$ cat config.mk
export PLATFORM = sky130hd
export DESIGN_NAME = dgc_group_state
export DESIGN_NICKNAME = d
export VERILOG_FILES = /design/src/rtl/dgc_pkg.sv /design/src/rtl/dgc_group_state.sv
export SDC_FILE = /design/constraint.sdc
export NUM_CORES = 1
export LEC_CHECK = 0
export ABC_CLOCK_PERIOD_IN_PS = 4500
export BUFFER_PORTS_ARGS = -buffer_cell sky130_fd_sc_hd__buf_2
export CAP_MARGIN = 30
export CORE_MARGIN = 2
export CORE_UTILIZATION = 45
export CTS_BUF_LIST = sky130_fd_sc_hd__clkbuf_16
export DETAILED_ROUTE_END_ITERATION = 8
export PLACE_DENSITY = 0.74
export SYNTH_ARGS = -nofsm -noshare
export SYNTH_HDL_FRONTEND = slang
export SYNTH_SLANG_ARGS = --single-unit
$ cat constraint.sdc
create_clock -name clk -period 4.5 [get_ports clk]
set_clock_uncertainty 0.15 [all_clocks]
set_input_delay 0.675 -clock clk [delete_from_list [all_inputs] [get_ports clk]]
set_output_delay 0.675 -clock clk [all_outputs]
set_load 0.1 [all_outputs]
$ cat src/rtl/dgc_pkg.sv
package dgc_pkg;

    localparam int NUNITS = 7;
    localparam int U_FIX  = 0;
    localparam int U_LDST = 1;
    localparam int U_FP   = 2;
    localparam int U_CREG = 3;
    localparam int U_SREG = 4;
    localparam int U_VALU = 5;
    localparam int U_VPRM = 6;

    localparam logic [3:0] CL_PSEUDO  = 4'd0;
    localparam logic [3:0] CL_FIX     = 4'd1;
    localparam logic [3:0] CL_FIXLEAD = 4'd2;
    localparam logic [3:0] CL_LOAD    = 4'd3;
    localparam logic [3:0] CL_STORE   = 4'd4;
    localparam logic [3:0] CL_FLOAT   = 4'd5;
    localparam logic [3:0] CL_CREG    = 4'd6;
    localparam logic [3:0] CL_SREG    = 4'd7;
    localparam logic [3:0] CL_VALU    = 4'd8;
    localparam logic [3:0] CL_VPERM   = 4'd9;
    localparam logic [3:0] CL_BRANCH  = 4'd10;

    typedef enum logic [1:0] {
        VD_ACCEPT = 2'b00,
        VD_HAZARD = 2'b01,
        VD_NOOP   = 2'b10
    } verdict_e;

    // True for every class that occupies a slot.
    function automatic logic is_real(input logic [3:0] c);
        return (c >= CL_FIX) && (c <= CL_BRANCH);
    endfunction

    // Classes that may only open a group.
    function automatic logic lead_only(input logic [3:0] c);
        return (c == CL_FIXLEAD) || (c == CL_CREG) || (c == CL_SREG);
    endfunction

    // One-hot selection of the execution unit a class draws on.
    function automatic logic [NUNITS-1:0] unit_mask(input logic [3:0] c);
        logic [NUNITS-1:0] m;
        m = '0;
        case (c)
            CL_FIX, CL_FIXLEAD: m[U_FIX]  = 1'b1;
            CL_LOAD, CL_STORE:  m[U_LDST] = 1'b1;
            CL_FLOAT:           m[U_FP]   = 1'b1;
            CL_CREG:            m[U_CREG] = 1'b1;
            CL_SREG:            m[U_SREG] = 1'b1;
            CL_VALU:            m[U_VALU] = 1'b1;
            CL_VPERM:           m[U_VPRM] = 1'b1;
            default:            m = '0;
        endcase
        return m;
    endfunction

endpackage

$ cat src/rtl/dgc_group_state.sv
module dgc_group_state
    import dgc_pkg::*;
#(
    parameter int SLOTS = 5,
    parameter int SW    = 3,
    parameter int QW    = 3
) (
    input  logic                      clk,
    input  logic                      rst,
    input  logic                      flush,
    input  logic                      commit,
    input  logic                      noop_ins,
    input  logic                      adv_cycle,
    input  logic [3:0]                cls,
    input  logic                      ctr_write,
    input  verdict_e                  verdict,
    output logic [SW-1:0]             slots,
    output logic [NUNITS-1:0][QW-1:0] occ,
    output logic                      ctr_set,
    output logic                      store_seen,
    output logic                      err
);

    localparam logic [SW-1:0] LAST_SLOT = SW'(SLOTS - 1);

    typedef struct packed {
        logic [SW-1:0]             slots;
        logic [NUNITS-1:0][QW-1:0] occ;
        logic                      ctr_set;
        logic                      store_seen;
        logic                      err;
    } grp_t;

    grp_t grp_d, grp_q;
    logic [NUNITS-1:0] umask;

    always_comb begin
        grp_d = grp_q;
        umask = unit_mask(cls);
        if (commit && (verdict != VD_ACCEPT)) begin
            grp_d.err = 1'b1;
        end
        if (flush) begin
            grp_d.slots      = '0;
            grp_d.occ        = '0;
            grp_d.ctr_set    = 1'b0;
            grp_d.store_seen = 1'b0;
        end else if (commit) begin
            if ((verdict == VD_ACCEPT) && is_real(cls)) begin
                for (int u = 0; u < NUNITS; u++) begin
                    if (umask[u]) grp_d.occ[u] = grp_q.occ[u] + QW'(1);
                end
                if (ctr_write)         grp_d.ctr_set    = 1'b1;
                if (cls == CL_STORE)   grp_d.store_seen = 1'b1;
                if ((cls == CL_BRANCH) || (grp_q.slots == LAST_SLOT)) begin
                    grp_d.slots      = '0;
                    grp_d.occ        = '0;
                    grp_d.ctr_set    = 1'b0;
                    grp_d.store_seen = 1'b0;
                end else begin
                    grp_d.slots = grp_q.slots + SW'(1);
                end
            end
        end else if (noop_ins || adv_cycle) begin
            if (grp_q.slots == LAST_SLOT) begin
                grp_d.slots      = '0;
                grp_d.occ        = '0;
                grp_d.ctr_set    = 1'b0;
                grp_d.store_seen = 1'b0;
            end else begin
                grp_d.slots = grp_q.slots + SW'(1);
            end
        end
    end

    always_ff @(posedge clk) begin
        if (rst) grp_q <= '0;
        else     grp_q <= grp_d;
    end

    assign slots      = grp_q.slots;
    assign occ        = grp_q.occ;
    assign ctr_set    = grp_q.ctr_set;
    assign store_seen = grp_q.store_seen;
    assign err        = grp_q.err;


    reset_clears_chk: assert property (@(posedge clk)
        rst |=> (slots == '0) && !err && !ctr_set && !store_seen);


    err_sticky_chk: assert property (@(posedge clk) disable iff (rst)
        err |=> err);

endmodule

# ---- After elaboration in Yosys (flattened, before gate mapping)
# Index checks and enable logic that the tools add are counted.
dict set report word_totals {
  ff_bits 27
  latch_bits 0
  mem_bits_rw 0
  romBits 0
  elab_cells 87
  memories 0
}
dict set report classes {
  add_sub_neg 8
  multipliers 0
  div 0
  order_cmp 2
  eq_ne 21
  shifts 0
  mux 23
  bitwise 0
  n_reduce_logical 22
}
# operator n
set op_table {}
lappend op_table {{$mux W26} 3}
lappend op_table {{$mux W23} 2}
lappend op_table {{$reduce_and A4 Y1} 9}
lappend op_table {{$mux W3} 9}
lappend op_table {{$ne A3 B1 Y1 const B} 9}
lappend op_table {{$add A3 B1 Y3 const B} 8}
lappend op_table {{$eq A4 B3 Y1 const B} 4}
lappend op_table {{$eq A4 B4 Y1 const B} 3}
lappend op_table {{$mux W1} 9}
lappend op_table {{$eq A4 B2 Y1 const B} 2}
lappend op_table {{$reduce_bool A2 Y1} 3}
lappend op_table {{$reduce_or A2 Y1} 3}
lappend op_table {{$eq A4 B1 Y1 const B} 1}
lappend op_table {{$ge A4 B1 Y1 const B} 1}
lappend op_table {{$le A4 B4 Y1 const B} 1}
lappend op_table {{$eq A3 B3 Y1 const B} 1}
lappend op_table {{$logic_and A1 B1 Y1} 3}
lappend op_table {{$logic_not A2 Y1} 1}
lappend op_table {{$logic_or A1 B1 Y1} 2}
lappend op_table {{$ne A2 B1 Y1 const B} 1}
lappend op_table {{$reduce_and A2 Y1} 1}

# ---- Longest topological paths before layout
# Gate-level depths: netlist (run 1).
dict set report logic_depth {
  word_depth 7
  mapped_depth 8
  depth_no_buf 7
}

# ---- Worst setup path after synthesis (run 1)
# Ideal clock, no wire load.
dict set report synth_timing {
  path_kind {flip-flop to flip-flop}
  startpoint {reg grp_q, in the netlist slots[0]}
  endpoint {reg grp_q, in the netlist occ[2]}
  setup_time_ns 0.070
  t_arrival_ns 2.510
  required_ns 4.280
  slack_ns 1.770
  stages_incl_launch_ff 8
  cell_sequence {dfxtp_1 inv_1 ha_1 a21boi_2 nand2_1 clkbuf_1 or4_1 a21oi_1}
}
dict set report synth_via {
  elab_chain_len 5
}
# element line_no
set synth_lines {}
lappend synth_lines {{start: declaration} dgc_group_state.sv:34} ;# grp_t grp_d, grp_q;
lappend synth_lines {{start signal: assignment} dgc_group_state.sv:78} ;# else grp_q <= grp_d;
lappend synth_lines {{$eq A3 B3 Y1 *} {dgc_group_state.sv:55, dgc_group_state.sv:65}}
lappend synth_lines {{$logic_or A1 B1 Y1} dgc_group_state.sv:55} ;# if ((cls == CL_BRANCH) || (grp_q.slots == LAST_SLOT)) begin
lappend synth_lines {{$mux W23} dgc_group_state.sv:55}
lappend synth_lines {{$mux W26} dgc_group_state.sv:49} ;# if ((verdict == VD_ACCEPT) && is_real(cls)) begin
lappend synth_lines {{$mux W26} dgc_group_state.sv:48} ;# end else if (commit) begin
# Every way passes the cells marked *; elsewhere a longest branch is shown, timed or not. The select of a mux whose other input is x is not followed.
# A chain may end at the register's enable or synchronous reset.

# ---- Worst setup path in the final report (run 1)
dict set report layout_timing {
  startpoint {reg grp_q, in the netlist slots[0]}
  endpoint {reg grp_q, in the netlist occ[19]}
}
# The elaborated chain is that of the path after synthesis.

==> out/metrics.cfg, run 1 <==
[outcome]
outcome=complete, no violations

[cells_and_area]
syn2layout_area_growth_pct=19.7
final_cells=261
antenna_cells=0
nets=240
post-route-cell-area_um2=1760
final_cell_mix=39 x buf_2, 27 x dfxtp_1, 18 x nor2_1
final_core_util_pct=57.3
layout_commonest_cell=buf_2
layout-drive-gt1-share_pct=24.4

[grt]
grt-ovfl-total=0
grt_pass1_wl_um=5350
first_global_vias=1197
antenna_found_initial=0
globalRouteTotalUtil_pct=19.2
grt_max_degree=21

[route]
drtAntennaViolNets=0
dr.first_iter.drc_count=87
viasPerCell=5.40
vias=1409
drc=0
wl_per_cell_um=12.7
dr.pass1.iters=4
wirelength_um=3310

[power]
ir_drop_v=0.000155
p_leak_nw=0.752
p_int_mw=0.379
combPwrFrac_pct=12.7
switching_share_pct=25.1
seqPwrFrac_pct=47.8
p_switching_mw=0.127
clkPwrFrac_pct=39.5
cellPowerDensity_nw_per_um2=287

[timing]
hold_viol=0
fin_crit_sh_pct=52.9
drv_slew=0
tightest_slew_ns=0.615
rsz0062_at_grt=no
fin_setup_tns_ns=0
fin_hold_ws_ns=0.293
max_clock_freq_mhz=420
layout_min_cycle_time_ns=2.38
setup_violations=0
slew_headroom_pct=58.5

[yosys]
synth_top_area_share_pct=36.7
yosysWarningCount=0
syn_area_um2=1470
synth_cell_types=38
netlist_instances=181
yosysSeqAreaShare_pct=36.7
synth_ff_type=dfxtp_1
synth_edf_count=0
synth-seq-cells=27
yosys-top-cells-area=dfxtp_1 37%, ha_1 7.6%, o21ai_0 5.8%
yosysTopAreaCell=dfxtp_1
synth_nets=203
synth.avg_cell_area_um2=8.14
synthArstFlopShare_pct=0

[placed_design]
dp.cells=257
dp_hpwl_um=2470
place_area_um2=1680
gp_congestion=0.819
port_buffers=39

[setup_path]
cp_data_required_time_ns=4.54
startpoint_type=flip-flop
cp_max_fo=13
critical_path_class=reg2reg
arrival_ns=2.42
reg2regPathDepth=7
cp-end-kind=flip-flop

[floorplan]
rows=20
start_util_pct=47.8
die_x_um=61.2
design.die.area_um2=3750
coreArea_um2=3080
io-pin-count=40
die_y_um=61.2

[run]
maxCapViolations=0

[min_path]
hold_path_depth=2
hp-class=reg2reg

[clocking]
tritoncts=built
clk_latency_ns=0.26
post-cts-setup-buffers=0
postCtsHoldBufs=0
clk_pin_slew_ns=0.07
clock_path_buffers=2
cts.sinks=27
cts_buffers=3
clockRootBuffer=clkbuf_16
h-tree-depth=1
ctsResizeCount=0

-- Yosys cell counts, types with 2 or more instances --
cell type   n
a21oi_1    12
a31oi_1     3
buf_2       2
buf_6       2
clkbuf_1    3
dfxtp_1    27
ha_1        9
inv_1       9
mux2i_1     2
nand2_1    15
nand2b_1    3
nand3_1    15
nor2_1     18
nor2_2      2
nor3_1      3
nor3b_1     2
o21ai_0    17
o21ai_1     3
o22ai_1     2
o31ai_1     7
or4_1       6
xnor2_1     3
-- state kept, by name, indices dropped and copies added (netlist names) --
register and cells:
occ 21, slots 3, ctr_set 1, err 1, store_seen 1
-- final timing paths --
kind	start	slack (ns)	end
worst max-delay path	slots[0]	2.12	occ[19]
worst min-delay path	err	0.29	err
worst max register to register	slots[0]	2.12	occ[19]
worst min register to register	err	0.29	err
-- cell type report --
class / instances / area, um^2
clock buffer: 3 / 75.1
clock inverter: 1 / 5.00
fill: 306 / 1320
inverter: 9 / 33.8
multi-input combinational: 137 / 851
sequential: 27 / 541
tap: 44 / 55.1
timing repair buffer: 40 / 203
-- through the flow --
step | power [mW] | worst slack (ns)
after floorplan | 0.297 | 1.77
after global placement | 0.311 | 1.98
after detailed placement | 0.311 | 1.94
after CTS | 0.512 | 2.14
after global routing | 0.524 | 1.87
final | 0.507 | 2.12
-- power groups by stage --
stage                     clock network [mW]  logic, mW  registers (mW)
after floorplan                            0     0.0348           0.262
after global placement                     0     0.0636           0.248
after detailed placement                   0     0.0637           0.248
after CTS                              0.206     0.0641           0.242
after global routing                   0.211     0.0707           0.243
final                                  0.200     0.0644           0.242
-- cell families after synthesis --
logic type	Yosys count	share of synthesized area, %
and+or+nand+nor	70	24.0
AOI/OAI and AO/OA	51	21.7
DFF	27	36.7
buffers and inverters	17	5.52
adders and majority gates	9	7.65
xor gates and xnor gates	4	2.38
muxes	3	2.12
-- layer usage --
| metal | global-route usage, % | wire (um) | vias up |
|---|---|---|---|
| li1 | - | - | 719 |
| met1 | 26.1 | 1620 | 655 |
| met2 | 30.9 | 1540 | 31 |
| met3 | 3.78 | 124 | 4 |
| met4 | 5.59 | 34 | 0 |
| met5 | 0 | 0 | - |
-- worst max-delay path: stages (launching register included) --
cell and delay, ns:
dfxtp_1 0.39, inv_1 0.06, ha_1 0.22, a21boi_2 0.35, nand2_1 0.37, nor2_1 0.51
nand2_1 0.09, o21ai_0 0.16
Power figures use the tool's default switching activity.
==> run 2, diff against run 1 <==
- ABC_CLOCK_PERIOD_IN_PS: 4500 -> 2300
- clock period: 4.5 -> 2.3 ns (I/O delays scaled with it)
==> run 2 against run 1 <==
  * Via count is 0.50% lower
  * Global-route usage is 0.32 points higher
  * Clock power is 93% higher
  * Sequential share of layout area is 0.41 points lower
  * Wire length is 2.1% lower
  * Combinational power is 110% higher
  * Worst setup slack worse by 1.9 ns
  * Sequential cell count stayed put
  * Largest cell class unchanged
  * Highest routed layer unchanged
==> out/metrics.cfg, run 2 (synthesis gave the netlist of run 1 again) <==
[outcome]
outcome=complete, no violations

[timing]
hold_viol=0  ; unchanged
fin_setup_tns_ns=0  ; unchanged
slew_headroom_pct=59.1  ; +0.54 points
max_clock_freq_mhz=486  ; +16%
rsz0062_at_grt=no
tightest_slew_ns=0.607  ; -0.00799 ns
fin_crit_sh_pct=89.4  ; +37 points
drv_slew=0  ; unchanged
setup_violations=0  ; unchanged
layout_min_cycle_time_ns=2.06  ; -0.323 ns

[cells_and_area]
antenna_cells=0  ; unchanged
layout_commonest_cell=buf_2
multi_input_area_um2=851  ; unchanged
final_cell_mix=39 x buf_2, 24 x dfxtp_1, 18 x nor2_1
fillers=281  ; -8.2%
seqCellArea_um2=549  ; +1.6%
nets=246  ; +2.5%
layout-drive-gt1-share_pct=27.4  ; +2.9 points
syn2layout_area_growth_pct=23.3
largest_reg_flops=21  ; unchanged

[setup_path]
critPathMaxStageDelay_ns=0.43  ; -0.08 ns
crit_buf_inv=1  ; unchanged
arrival_ns=2.10  ; -0.32 ns
reg2reg_to=occ[17]
reg2regPathDepth=7  ; unchanged
regToRegSetupSlack_ns=0.24  ; -1.88 ns
cp_top_family=simple AND/OR/NAND/NOR gates
critical_path_class=reg2reg
slowest_stage=or4_1
cp_max_fo=8  ; -5
crit_chain=inv_1, ha_1, nand2_1, nor2_2, o21ai_1, or4_1, a21oi_1
cp_data_required_time_ns=2.34  ; -2.20 ns
r2r_start=slots[1]
cp-end-kind=flip-flop
startpoint_type=flip-flop
crit_start=slots[1]

[placed_design]
port_buffers=39  ; unchanged
dp_hpwl_um=2460  ; -0.13%
gp_congestion=0.789  ; -3.7%

[route]
viasPerCell=5.25  ; -2.7%
wl_per_cell_um=12.1  ; -4.3%
dr.first_iter.drc_count=57  ; -34%
vias=1402  ; -0.50%
dr.pass1.iters=4  ; unchanged
drtAntennaViolNets=0  ; unchanged
wirelength_um=3240  ; -2.1%
drc=0  ; unchanged

[floorplan]
design.die.area_um2=3750  ; unchanged
die_y_um=61.2  ; unchanged
coreArea_um2=3080  ; unchanged
die_x_um=61.2  ; unchanged
rows=20  ; unchanged
start_util_pct=47.8  ; unchanged
io-pin-count=40  ; unchanged

[clocking]
post-cts-setup-buffers=0  ; unchanged
ctsResizeCount=0  ; unchanged
h-tree-depth=1  ; unchanged
clk_pin_slew_ns=0.07  ; about the same
cts_buffers=3  ; unchanged
clockRootBuffer=clkbuf_16
tritoncts=built
cts.sinks=27  ; unchanged
clk_latency_ns=0.26  ; about the same
postCtsHoldBufs=0  ; unchanged
clock_path_buffers=2  ; unchanged

[power]
p_leak_nw=0.785  ; +4.4%
ir_drop_v=0.000340  ; +120%
cellPowerDensity_nw_per_um2=546  ; +90%
power_mw=0.992  ; +96%

[min_path]
min_from=rst
hold_path_depth=2  ; unchanged
whs_endpoint=err
hp-class=in2reg

[grt]
grt-ovfl-total=0  ; unchanged
antenna_found_initial=0  ; unchanged
grt_max_degree=21  ; unchanged
globalRouteTotalUtil_pct=19.5  ; +0.32 points
grt_pass1_wl_um=5600  ; +4.5%
first_global_vias=1287  ; +7.5%

[run]
maxCapViolations=0  ; unchanged

## run 2: final cells by class
type | instances | share of cell area [%]
clock buffers | 3 | 4.14
clock inverters | 1 | 0.207
inverters | 9 | 1.86
multi-input cells | 137 | 46.9
flip-flops and latches | 27 | 30.3
well taps | 44 | 3.03
repair buffers | 46 | 13.6
## run 2: worst max-delay path by stage
stage	end	slack, ns	cells after the start
floorplan	occ[2]	0.08	7
global placement	occ[11]	0.15	6
detailed placement	occ[17]	0.09	6
CTS	occ[17]	0.21	7
global route	occ[17]	0.05	7
finish	occ[17]	0.24	7
## run 2: worst register-to-register path: stages (launching register included)
cell and delay, ns:
dfxtp_4 0.35, inv_1 0.07, ha_1 0.19, nand2_1 0.08, nor2_2 0.36, o21ai_1 0.22
or4_1 0.43, a21oi_1 0.15
## run 2: report_power, final
group          switching, mW  total, mW  internal (mW)
registers            0.00299      0.473          0.470
clock network          0.154      0.386          0.233
logic                 0.0901      0.133         0.0425
total                  0.247      0.992          0.745
## run 2: stage by stage
stage	setup slack [ns]	area, um^2	utilization, %	hold WS [ns]	cells
4_1_cts	0.207	1820	59.0	0.122	267
5_1_grt	0.0474	1820	59.0	0.139	267
6_report	0.243	1820	59.0	0.127	267
3_5_place_dp	0.0939	1740	56.4	0.284	263
3_3_place_gp	0.153	1740	56.4	0.278	263
2_1_floorplan	0.0807	1480	-	0.264	181
## run 2: routing by layer
layer | part of all wire [%] | GRT usage (%) | up-vias | wire length, um
li1 | - | - | 729 | -
met1 | 50 | 26.2 | 653 | 1610
met2 | 47 | 32.8 | 18 | 1520
met3 | 3.1 | 3.78 | 2 | 99
met4 | 0.46 | 3.73 | 0 | 15
met5 | 0 | 0 | - | 0
